`src/rtl/rsc_pkg.sv`:
```
package rsc_pkg;

    localparam int unsigned INSTR_W = 14;

    localparam logic [INSTR_W-1:0] WORD_NOP    = 14'h1000;
    localparam logic [INSTR_W-1:0] WORD_CLRWDT = 14'h1001;
    localparam logic [INSTR_W-1:0] WORD_SLEEP  = 14'h1002;

    typedef enum logic [1:0] {
        CAUSE_NONE = 2'd0,
        CAUSE_POR  = 2'd1,
        CAUSE_MCLR = 2'd2,
        CAUSE_WDT  = 2'd3
    } cause_e;

    typedef enum logic [1:0] {
        CMD_NONE   = 2'd0,
        CMD_CLRWDT = 2'd1,
        CMD_SLEEP  = 2'd2
    } cmd_e;

    typedef struct packed {
        logic to;
        logic pd;
    } flags_t;

    typedef struct packed {
        flags_t flags;
        logic   asleep;
    } pstate_t;

    // Next flag/sleep state from the winning restart cause and command.
    function automatic pstate_t next_state(cause_e c, cmd_e k, pstate_t cur);
        pstate_t n;
        n = cur;
        case (c)
            CAUSE_POR: begin
                n.flags.to = 1'b1;
                n.flags.pd = 1'b1;
                n.asleep   = 1'b0;
            end
            CAUSE_MCLR: begin
                if (cur.asleep) begin
                    n.flags.to = 1'b1;
                    n.flags.pd = 1'b0;
                end
                n.asleep = 1'b0;
            end
            CAUSE_WDT: begin
                n.flags.to = 1'b0;
                n.flags.pd = ~cur.asleep;
                n.asleep   = 1'b0;
            end
            default: begin
                case (k)
                    CMD_CLRWDT: begin
                        n.flags.to = 1'b1;
                        n.flags.pd = 1'b1;
                    end
                    CMD_SLEEP: begin
                        n.flags.to = 1'b1;
                        n.flags.pd = 1'b0;
                        n.asleep   = 1'b1;
                    end
                    default: n = cur;
                endcase
            end
        endcase
        return n;
    endfunction

endpackage

```
`src/rtl/rsc_cause_arb.sv`:
```
module rsc_cause_arb
    import rsc_pkg::*;
(
    input  logic   clk,
    input  logic   por_i,
    input  logic   mclr_i,
    input  logic   wdt_i,
    output cause_e cause_o
);

    always_comb begin
        if (por_i)       cause_o = CAUSE_POR;
        else if (mclr_i) cause_o = CAUSE_MCLR;
        else if (wdt_i)  cause_o = CAUSE_WDT;
        else             cause_o = CAUSE_NONE;
    end


    mclr_over_wdt_chk: assert property (@(posedge clk) disable iff (por_i)
        mclr_i |-> cause_o == CAUSE_MCLR);


    wdt_lowest_chk: assert property (@(posedge clk) disable iff (por_i)
        (wdt_i && !mclr_i) |-> cause_o == CAUSE_WDT);

endmodule

```
`src/rtl/rsc_instr_dec.sv`:
```
module rsc_instr_dec
    import rsc_pkg::*;
(
    input  logic               valid_i,
    input  logic               asleep_i,
    input  logic [INSTR_W-1:0] instr_i,
    output cmd_e               cmd_o
);

    logic live;
    assign live = valid_i & ~asleep_i;

    always_comb begin
        cmd_o = CMD_NONE;
        if (live) begin
            case (instr_i)
                WORD_CLRWDT: cmd_o = CMD_CLRWDT;
                WORD_SLEEP:  cmd_o = CMD_SLEEP;
                default:     cmd_o = CMD_NONE;
            endcase
        end
    end

endmodule

```
`src/rtl/rsc_watchdog.sv`:
```
module rsc_watchdog #(
    parameter int unsigned WDT_W = 8
) (
    input  logic clk,
    input  logic rst_i,
    input  logic clr_i,
    input  logic tick_i,
    output logic ovf_o
);

    localparam logic [WDT_W-1:0] CNT_MAX = {WDT_W{1'b1}};

    logic [WDT_W-1:0] cnt_q;

    assign ovf_o = tick_i & (cnt_q == CNT_MAX);

    always_ff @(posedge clk) begin
        if (rst_i || clr_i) cnt_q <= '0;
        else if (tick_i)    cnt_q <= cnt_q + 1'b1;
    end


    clear_zero_chk: assert property (@(posedge clk) disable iff (rst_i)
        clr_i |=> cnt_q == '0);


    tick_step_chk: assert property (@(posedge clk) disable iff (rst_i)
        (tick_i && !clr_i) |=> cnt_q == WDT_W'($past(cnt_q) + 1'b1));


    idle_hold_chk: assert property (@(posedge clk) disable iff (rst_i)
        (!tick_i && !clr_i) |=> $stable(cnt_q));

endmodule

```
`src/rtl/rsc_state.sv`:
```
module rsc_state
    import rsc_pkg::*;
(
    input  logic    clk,
    input  logic    rst_i,
    input  cause_e  cause_i,
    input  cmd_e    cmd_i,
    output pstate_t state_o
);

    pstate_t state_q;

    always_ff @(posedge clk) begin
        if (rst_i) begin
            state_q.flags.to <= 1'b1;
            state_q.flags.pd <= 1'b1;
            state_q.asleep   <= 1'b0;
        end else begin
            state_q <= next_state(cause_i, cmd_i, state_q);
        end
    end

    assign state_o = state_q;


    mclr_awake_chk: assert property (@(posedge clk) disable iff (rst_i)
        (cause_i == CAUSE_MCLR && !state_q.asleep) |=> $stable(state_q.flags) && !state_q.asleep);


    mclr_asleep_chk: assert property (@(posedge clk) disable iff (rst_i)
        (cause_i == CAUSE_MCLR && state_q.asleep) |=> state_q.flags.to && !state_q.flags.pd && !state_q.asleep);


    wdt_awake_chk: assert property (@(posedge clk) disable iff (rst_i)
        (cause_i == CAUSE_WDT && !state_q.asleep) |=> !state_q.flags.to && state_q.flags.pd);


    wdt_asleep_chk: assert property (@(posedge clk) disable iff (rst_i)
        (cause_i == CAUSE_WDT && state_q.asleep) |=> !state_q.flags.to && !state_q.flags.pd && !state_q.asleep);


    sleep_enter_chk: assert property (@(posedge clk) disable iff (rst_i)
        (cause_i == CAUSE_NONE && cmd_i == CMD_SLEEP) |=> state_q.asleep && state_q.flags.to && !state_q.flags.pd);


    sleep_hold_chk: assert property (@(posedge clk) disable iff (rst_i)
        (cause_i == CAUSE_NONE && state_q.asleep) |=> state_q.asleep && $stable(state_q.flags));

endmodule

```
`src/rtl/rsc_ctrl.sv`:
```
module rsc_ctrl
    import rsc_pkg::*;
#(
    parameter int unsigned     WDT_W     = 8,
    parameter int unsigned     PC_W      = 11,
    parameter logic [PC_W-1:0] RESET_VEC = {PC_W{1'b1}}
) (
    input  logic               clk,
    input  logic               por_i,
    input  logic               mclr_i,
    input  logic               wdt_timeout_i,
    input  logic               wdt_tick_i,
    input  logic               instr_valid_i,
    input  logic [INSTR_W-1:0] instr_i,
    output logic               core_rst_o,
    output logic               pc_load_o,
    output logic [PC_W-1:0]    pc_vec_o,
    output logic               core_clk_en_o,
    output logic               sleeping_o,
    output logic               to_flag_o,
    output logic               pd_flag_o,
    output logic               wdt_ovf_o
);

    cause_e  cause;
    cmd_e    cmd;
    pstate_t pst;
    logic    wdt_ovf;
    logic    wdt_fire;
    logic    wdt_clr;
    logic    rst_pulse_q;

    assign wdt_fire = wdt_timeout_i | wdt_ovf;

    rsc_cause_arb u_arb (
        .clk     (clk),
        .por_i   (por_i),
        .mclr_i  (mclr_i),
        .wdt_i   (wdt_fire),
        .cause_o (cause)
    );

    rsc_instr_dec u_dec (
        .valid_i  (instr_valid_i),
        .asleep_i (pst.asleep),
        .instr_i  (instr_i),
        .cmd_o    (cmd)
    );

    assign wdt_clr = (cause != CAUSE_NONE) | (cmd != CMD_NONE);

    rsc_watchdog #(.WDT_W(WDT_W)) u_wdt (
        .clk    (clk),
        .rst_i  (por_i),
        .clr_i  (wdt_clr),
        .tick_i (wdt_tick_i),
        .ovf_o  (wdt_ovf)
    );

    rsc_state u_state (
        .clk     (clk),
        .rst_i   (por_i),
        .cause_i (cause),
        .cmd_i   (cmd),
        .state_o (pst)
    );

    always_ff @(posedge clk) begin
        if (por_i) rst_pulse_q <= 1'b1;
        else       rst_pulse_q <= mclr_i | wdt_fire;
    end

    assign core_rst_o    = rst_pulse_q;
    assign pc_load_o     = rst_pulse_q;
    assign pc_vec_o      = RESET_VEC;
    assign core_clk_en_o = ~pst.asleep;
    assign sleeping_o    = pst.asleep;
    assign to_flag_o     = pst.flags.to;
    assign pd_flag_o     = pst.flags.pd;
    assign wdt_ovf_o     = wdt_ovf;


    restart_pulse_chk: assert property (@(posedge clk) disable iff (por_i)
        (mclr_i || wdt_timeout_i || wdt_ovf_o) |=> core_rst_o && pc_load_o);


    quiet_no_pulse_chk: assert property (@(posedge clk) disable iff (por_i)
        !(mclr_i || wdt_timeout_i || wdt_ovf_o) |=> !core_rst_o);


    clk_gate_chk: assert property (@(posedge clk) disable iff (por_i)
        core_clk_en_o == !sleeping_o);

endmodule

```
`config.mk`:
```
export PLATFORM = sky130hd
export DESIGN_NAME = rsc_ctrl
export DESIGN_NICKNAME = d
export VERILOG_FILES = /design/src/rtl/rsc_pkg.sv /design/src/rtl/rsc_cause_arb.sv /design/src/rtl/rsc_instr_dec.sv /design/src/rtl/rsc_watchdog.sv /design/src/rtl/rsc_state.sv /design/src/rtl/rsc_ctrl.sv
export SDC_FILE = /design/constraint.sdc
export NUM_CORES = 1
export LEC_CHECK = 0
export ABC_AREA = 1
export CORE_MARGIN = 4
export CORE_UTILIZATION = 44
export CTS_CLUSTER_SIZE = 10
export DETAILED_ROUTE_END_ITERATION = 8
export HOLD_SLACK_MARGIN = 0.06
export PLACE_DENSITY = 0.83
export SLEW_MARGIN = 20
export SYNTH_ARGS = -nofsm -noshare
export SYNTH_HDL_FRONTEND = slang
export SYNTH_HIERARCHICAL = 1
export SYNTH_SLANG_ARGS = --single-unit
```
`constraint.sdc`:
```
create_clock -name clk -period 3.5 [get_ports clk]
set_input_delay 0.875 -clock clk [delete_from_list [all_inputs] [get_ports clk]]
set_output_delay 0.875 -clock clk [all_outputs]
set_load 0.01 [all_outputs]
```
# [After elaboration in Yosys (flattened, before gate mapping)]
# Index checks and enable logic that the tools add are counted.
# Widths: inputs -> output; s select.
[word_totals] ff_bits=12 input_bits=20 output_inout_bits=18 wordCells=36
[classes] addsub=1 eq_ne=9 n_mux=9 bitwise=6 reduce_logical=6
[ops] cell="$eq 14x13->1 const B" count=2
[ops] cell="$mux 2" count=5
[ops] cell="$pmux 3 s3" count=1
[ops] cell="$add 8x1->8 const B" count=1
[ops] cell="$eq 8x8->1 const B" count=1
[ops] cell="$pmux 2 s2" count=2
[ops] cell="$eq 2x2->1 const B" count=3
[ops] cell="$reduce_bool 5->1" count=1
[ops] cell="$eq 2x1->1 const B" count=2
[ops] cell="$reduce_bool 2->1" count=2
[ops] cell="$reduce_bool 4->1" count=1
[ops] cell="$or 1x1->1" count=3
[ops] cell="$and 1x1->1" count=2
[ops] cell="$ne 2x1->1 const B" count=1
[ops] cell="$reduce_and 2->1" count=1
[ops] cell="$logic_or 1x1->1" count=1
[ops] cell="$mux 1" count=1
[ops] cell="$not 1->1" count=1

# [Depth between registers and ports, before layout]
# Gate-level depths: netlist of the first run.
[depth] word_depth=9 mapped_depth=16 mapped_depth_nobuf=16

# [By module]
# Netlist of the first run, hierarchy kept.
[modules_own_cells] module="rsc_watchdog" n_inst=1 cells_each=52 area_each_um2=369.1 seq_area_each_um2=160.2
[modules_own_cells] module="rsc_state" n_inst=1 cells_each=37 area_each_um2=254.0 seq_area_each_um2=60.1
[modules_own_cells] module="rsc_ctrl" n_inst=1 cells_each=22 area_each_um2=146.4 seq_area_each_um2=20.0
[modules_own_cells] module="rsc_instr_dec" n_inst=1 cells_each=20 area_each_um2=80.1 seq_area_each_um2=0.0
[modules_own_cells] module="rsc_cause_arb" n_inst=1 cells_each=6 area_each_um2=22.5 seq_area_each_um2=0.0

# [Worst setup path before layout of the first run]
# Ideal clock, no wire load.
[synth_path] path_type="input to register" startpoint="input wdt_tick_i" endpoint="register u_state.state_q (netlist bit u_state/state_o[0])" arrival_time_ns=2.561 slack_ns=0.870 stages=13 n_path_buf=0 cell_sequence="nand2_1 -> nor2_4 -> nand2_1 -> nor3_1 -> nor2_2 -> inv_1 -> nor2_1 -> nor2_1 -> inv_1 -> ha_1 -> nor2_2 -> nand3_1 -> a21oi_1"
[synth_between] elab_chain_cells=7 word_cells_on_any_way=10
[synth_rtl] item="start, declared" line="rsc_ctrl.sv:12" text="input logic wdt_tick_i,"
[synth_rtl] item="$and 1x1->1 (*)" line="rsc_watchdog.sv:15" text="assign ovf_o = tick_i & (cnt_q == CNT_MAX);"
[synth_rtl] item="net wdt_ovf_o" line="rsc_ctrl.sv:22" text="output logic wdt_ovf_o"
[synth_rtl] item="$or 1x1->1 (*)" line="rsc_ctrl.sv:33" text="assign wdt_fire = wdt_timeout_i | wdt_ovf;"
[synth_rtl] item="net wdt_fire" line="rsc_ctrl.sv:29" text="logic wdt_fire;"
[synth_rtl] item="$mux 2 (*)" line="rsc_cause_arb.sv:14" text="else if (wdt_i) cause_o = CAUSE_WDT;"
[synth_rtl] item="$mux 2 (*)" line="rsc_cause_arb.sv:13" text="else if (mclr_i) cause_o = CAUSE_MCLR;"
[synth_rtl] item="$mux 2 (*)" line="rsc_cause_arb.sv:12" text="if (por_i) cause_o = CAUSE_POR;"
[synth_rtl] item="net cause[1]" line="rsc_ctrl.sv:25" text="cause_e cause;"
[synth_rtl] item="$eq 2x2->1 or $eq 2x1->1 (tied branches)" line="rsc_pkg.sv:36" text="case (c)"
[synth_rtl] item="$pmux 3 s3 or $reduce_bool 4->1 (tied branches)"
[synth_rtl] item="end signal, assigned" line="rsc_state.sv:19" text="state_q <= next_state(cause_i, cmd_i, state_q);"
[synth_rtl] item="end, declared" line="rsc_state.sv:11" text="pstate_t state_q;"
# The timed path passes the listed nets; every way through them passes the cells marked *.
# A chain may end at the register's enable or synchronous reset.

# [Final worst setup path of the first run]
[layout_path] startpoint="input wdt_tick_i" endpoint="output wdt_ovf_o"
[layout_between] elab_chain_cells=1
[layout_rtl] item="$and 1x1->1" line="rsc_watchdog.sv:15"
[layout_rtl] item="end, declared" line="rsc_ctrl.sv:22"
# Every way passes these cells.

==> flow_metrics.tcl, run 1 <==
set metrics [dict create \
    end_kind "output port" \
    post_cts_buffers 0 \
    drtIter0Drc 3 \
    ys_warn_count 6 \
    gr-usage-all-layers_pct 15.0 \
    synth_adder_area_share_pct 8.61 \
    globalRouteOverflowTotal 0 \
    synth_xor_area_share_pct 0 \
    setup_violations 0 \
    finalHoldViolCount 0 \
    worstPathRequired_ns 2.62 \
    wirelength_mm 1.90 \
    wl_per_cell_um 9.89 \
    netlist.area_leader.share_pct 27.5 \
    synth_top_family_by_area "simple AND/OR/NAND/NOR gates" \
    synthSimpleGateAreaFrac_pct 34.7 \
    grtUsageMet3_pct 4.56 \
    die_w_um 52.5 \
    core_sq_mm 0.00180 \
    grt_max_degree 9 \
    crit_fanout 4 \
    synth.distinct_cells 18 \
    cts_hold_buf 0 \
    synth_seq_cells 12 \
    gp_congestion 0.794 \
    drtPass1Iterations 4 \
    fmax_ghz 0.302 \
    hp-class "register to register" \
    top_usage_layer "met2" \
    area.growth.synth_to_final_pct 33.3 \
    grt_pass1_wl_mm 3.06 \
    cp_slowest_cell "clkdlybuf4s50_1" \
    fin_area_sq_mm 0.00116 \
    postSynthAreaPerCell_sq_um 6.37 \
    rsz0062_at_grt "no" \
    place_hpwl_mm 1.60 \
    drv_slew 0 \
    min_period_ns 3.31 \
    crit_type "primary input to output port" \
    num_rows 15 \
    syn_area_sq_um 872 \
    maxCapViolations 0 \
    portBuffers 26 \
    worstPathArrival_ns 2.43 \
    dr_total_vias 851 \
    dp_cells 188 \
    ys_seq_area_share_pct 27.5 \
    cts_tree "yes" \
    critical_path.max_stage_delay_ns 0.58 \
    synth_compound_area_share_pct 8.03 \
    ant_nets 0 \
    clock_path_buffers 2 \
    use_met2_pct 28.7 \
    drive_gt1_share_pct 8.38 \
    drt-vias-per-instance 4.43 \
    grt_pass1_vias 767 \
    cts_htree_levels 1 \
    synth_mux_area_share_pct 0 \
    die_y_um 52.5 \
    skew_ns 0.00668 \
    numCtsBuffers 3 \
    tns_ns 0 \
    ioPinCount 38 \
    min_period_over_period_pct 94.5 \
    cp_cell_sequence "clkdlybuf4s50_1 > nand2_1 > nor2_4 > nand2_1 > nor3_1 > clkdlybuf4s50_1" \
    drc 0 \
    clk_pin_slew_ns 0.07 \
    ir_drop_uv 290 \
    nets 194 \
    critPathLaunchType "primary input" \
    p_leak_uw 0.000529 \
    cts_resized 0 \
    root_buffer "clkbuf_4" \
    numClockSinks 12 \
    clkLatencyLatePin_ns 0.27 \
    layout_commonest_cell "nand2_1" \
    syn_inst 137 \
    grt_util_met1_pct 15.0 \
    most-common-layout-cells "nand2_1 (29), clkdlybuf4s50_1 (26), inv_1 (24), nor2_1 (21), dfxtp_1 (12)" \
    postPlaceCellArea_sq_mm 0.00113 \
    start_util_pct 48.4 \
    p_per_area_mw_per_mm2 285 \
    floorplan.die_area_sq_mm 0.00276 \
    antenna_found_initial 0 \
    synthTopCellsByArea "dfxtp_1 (28%), nand2_1 (12%), buf_4 (10%), inv_1 (10%), nor2_1 (9.0%)" \
    yosysTopAreaCell "dfxtp_1" \
    antennaDiodeCount 0 \
    outcome "complete, no violations" \
    stdcell_count 192 \
]
## per-layer routing
layer  vias to the layer above  share of wire (%)
met3                         2                5.6
met2                        25                 56
li1                        452                  -
met1                       372                 38
met4                         0               0.95
met5                         -                  0
## area by class of cell
| class | count | area, sq um |
|---|---|---|
| fill | 181 | 639 |
| sequential | 12 | 240 |
| tap | 25 | 31.3 |
| inverter | 24 | 90.1 |
| clock buffer | 4 | 36.3 |
| multi-input combinational | 99 | 489 |
| timing repair buffer | 28 | 275 |
## per-stage QoR
step                total power, uW  utilization [%]  setup slack [ns]  hold WS (ns)
finish                          331             64.5             0.192         0.488
global route                    351             64.5            0.0272         0.505
CTS                             336             64.5             0.191         0.484
detailed placement              224             62.5             0.189         0.465
global placement                221             62.5             0.216         0.458
floorplan                       194                -             0.870         0.443
## worst paths after layout
check | startpoint | end | cells after the start | slack [ns]
worst max-delay path | wdt_tick_i | wdt_ovf_o | 6 | 0.19
worst min-delay path | u_state/state_o[2]$_SDFFE_PP1P_ | u_state/state_o[2]$_SDFFE_PP1P_ | 2 | 0.49
worst max register to register | u_wdt/cnt_q[0]$_SDFFE_PP0P_ | u_state/state_o[0]$_SDFFE_PP0P_ | 15 | 1.05
worst min register to register | u_state/state_o[2]$_SDFFE_PP1P_ | u_state/state_o[2]$_SDFFE_PP1P_ | 2 | 0.49
## cells by family (layout without fill, tap and decap cells)
group                      count (synthesis)  count (layout)
adders and majority gates                  6               6
AOI/OAI and AO/OA                         14              14
buffers and inverters                     36              56
other                                      1              11
and+or+nand+nor                           68              68
DFF                                       12              12
## registers in the layout (all words and copies together), names as in the netlist
| signal | count |
|---|---|
| u_state/state_o | 3 |
| u_wdt/cnt_q | 8 |
| core_rst_o | 1 |
## Yosys cell counts
cell       n
nand2_1   29
inv_1     24
nor2_1    21
buf_4     12
dfxtp_1   12
a21oi_1    9
ha_1       6
nand3_1    6
o21ai_0    5
nor2_2     4
nor2_4     2
conb_1     1
nand2_2    1
nand3b_1   1
nand4_1    1
nor3_1     1
or2_0      1
or2_2      1
## power by group
part           switching, uW  total [uW]  internal (uW)
sequential              3.25         144            141
combinational           36.1        77.0           40.8
clock                   46.5         110           63.2
## critical path: cells and delay by family
family / cells / cell delay [ns]
buf+inv: 2 / 1.06
simple gates: 4 / 0.50
(Power assumes the default switching activity.)
==> run 2: changes to the inputs <==
--- a/config.mk
+++ b/config.mk
@@ -11,6 +11,7 @@
 export CTS_CLUSTER_SIZE = 10
 export DETAILED_ROUTE_END_ITERATION = 8
 export HOLD_SLACK_MARGIN = 0.06
+export MAX_ROUTING_LAYER = met4
 export PLACE_DENSITY = 0.83
 export SLEW_MARGIN = 20
 export SYNTH_ARGS = -nofsm -noshare
==> flow_metrics.tcl, run 2 (synthesis results as in run 1) <==
set metrics [dict create \
    outcome "complete, no violations" \
    hp-class "register to register" \
    seq_area_sq_um 240 \
    drtIter0Drc 3 \
    die_y_um 52.5 \
    worst-path-buf-inv 2 \
    pre_cts_ws_ns 0.189 \
    gr-usage-all-layers_pct 15.4 \
    largest_reg_flops 8 \
    skew_ns 0.00671 \
    min_period_over_period_pct 94.5 \
    cts_tree "yes" \
    cts_hold_buf 0 \
    cp_top_family "buffers and inverters" \
    cp_slowest_cell "clkdlybuf4s50_1" \
    finalHoldViolCount 0 \
    fmax_ghz 0.302 \
    clkLatencyLatePin_ns 0.27 \
    cp_cell_sequence "clkdlybuf4s50_1 > nand2_1 > nor2_4 > nand2_1 > nor3_1 > clkdlybuf4s50_1" \
    wl_per_cell_um 9.89 \
    globalRouteOverflowTotal 0 \
    antennaDiodeCount 0 \
    min_period_ns 3.31 \
    die_w_um 52.5 \
    start_util_pct 48.4 \
    largest_register "u_wdt/cnt_q" \
    grt_pass1_vias 768 \
    tns_ns 0 \
    cts_htree_levels 1 \
    drc 0 \
    numCtsBuffers 3 \
    fillers 181 \
    portBuffers 26 \
    grt_max_degree 9 \
    gp_congestion 0.805 \
    wirelength_mm 1.90 \
    rsz0062_at_grt "no" \
    ioPinCount 38 \
    drive_gt1_share_pct 8.38 \
    grt_pass1_wl_mm 3.06 \
    worstPathRequired_ns 2.62 \
    clk_pin_slew_ns 0.07 \
    critical_path.max_stage_delay_ns 0.58 \
    num_rows 15 \
    ant_nets 0 \
    critPathLaunchType "primary input" \
    drtPass1Iterations 4 \
    area.growth.synth_to_final_pct 33.3 \
    p_leak_uw 0.000529 \
    multiInputGateArea_sq_um 489 \
    end_kind "output port" \
    floorplan.die_area_sq_mm 0.00276 \
    root_buffer "clkbuf_4" \
    numClockSinks 12 \
    nets 194 \
    ir_drop_uv 290 \
    crit_fanout 4 \
    power_uw 331 \
    clock_path_buffers 2 \
    dr_total_vias 851 \
    worstPathArrival_ns 2.43 \
    cts_resized 0 \
    most-common-layout-cells "nand2_1 (29), clkdlybuf4s50_1 (26), inv_1 (24), nor2_1 (21), dfxtp_1 (12)" \
    maxCapViolations 0 \
    crit_type "primary input to output port" \
    post_cts_buffers 0 \
    p_per_area_mw_per_mm2 285 \
    core_sq_mm 0.00180 \
    drt-vias-per-instance 4.43 \
    layout_commonest_cell "nand2_1" \
    place_hpwl_mm 1.60 \
    worst_slack_ns 0.191 \
    antenna_found_initial 0 \
    drv_slew 0 \
    setup_violations 0 \
]
run 2: cell counts in the layout (fill, tap and decap cells not counted):
Identical to the previous run, type by type.
run 2: worst paths after layout:
kind | start | to | slack, ns | depth (start not counted)
hold / removal | u_state/state_o[2]$_SDFFE_PP1P_ | u_state/state_o[2]$_SDFFE_PP1P_ | 0.49 | 2
setup / recovery | wdt_tick_i | wdt_ovf_o | 0.19 | 6
setup reg to reg | u_wdt/cnt_q[0]$_SDFFE_PP0P_ | u_state/state_o[0]$_SDFFE_PP0P_ | 1.05 | 15
hold reg to reg | u_state/state_o[2]$_SDFFE_PP1P_ | u_state/state_o[2]$_SDFFE_PP1P_ | 0.49 | 2
run 2: area by class of cell:
type	count	area share [%]
Multi-Input combinational cell	99	42.1
Timing Repair Buffer	28	23.7
Clock buffer	4	3.12
Inverter	24	7.75
Sequential cell	12	20.7
Tap cell	25	2.69
run 2: metrics by stage:
step                hold slack (ns)  cells  cell area, sq um  util [%]
detailed placement            0.465    188              1130      62.5
global route                  0.505    192              1160      64.5
finish                        0.487    192              1160      64.5
CTS                           0.484    192              1160      64.5
global placement              0.458    188              1130      62.5
floorplan                     0.443    147               910         -
run 2: power by group:
part / switching (uW) / internal [uW] / total (uW)
Combinational: 36.1 / 40.8 / 76.9
Sequential: 3.28 / 141 / 144
Clock: 46.4 / 63.2 / 110
Total: 85.8 / 245 / 331
run 2: tightest hold or removal path: stages, from the launching register on:
cell     delay, ns
dfxtp_1       0.34
nand2_1       0.06
nand3_1       0.05
run 2: routing by layer:
metal  vias to the layer above  global-route usage [%]  wire length, um
li1                        453                       -                -
met1                       371                    15.2              731
met2                        25                    28.7             1050
met3                         2                    4.27              100
met4                         0                    5.11               18
met5                         -                       -                0
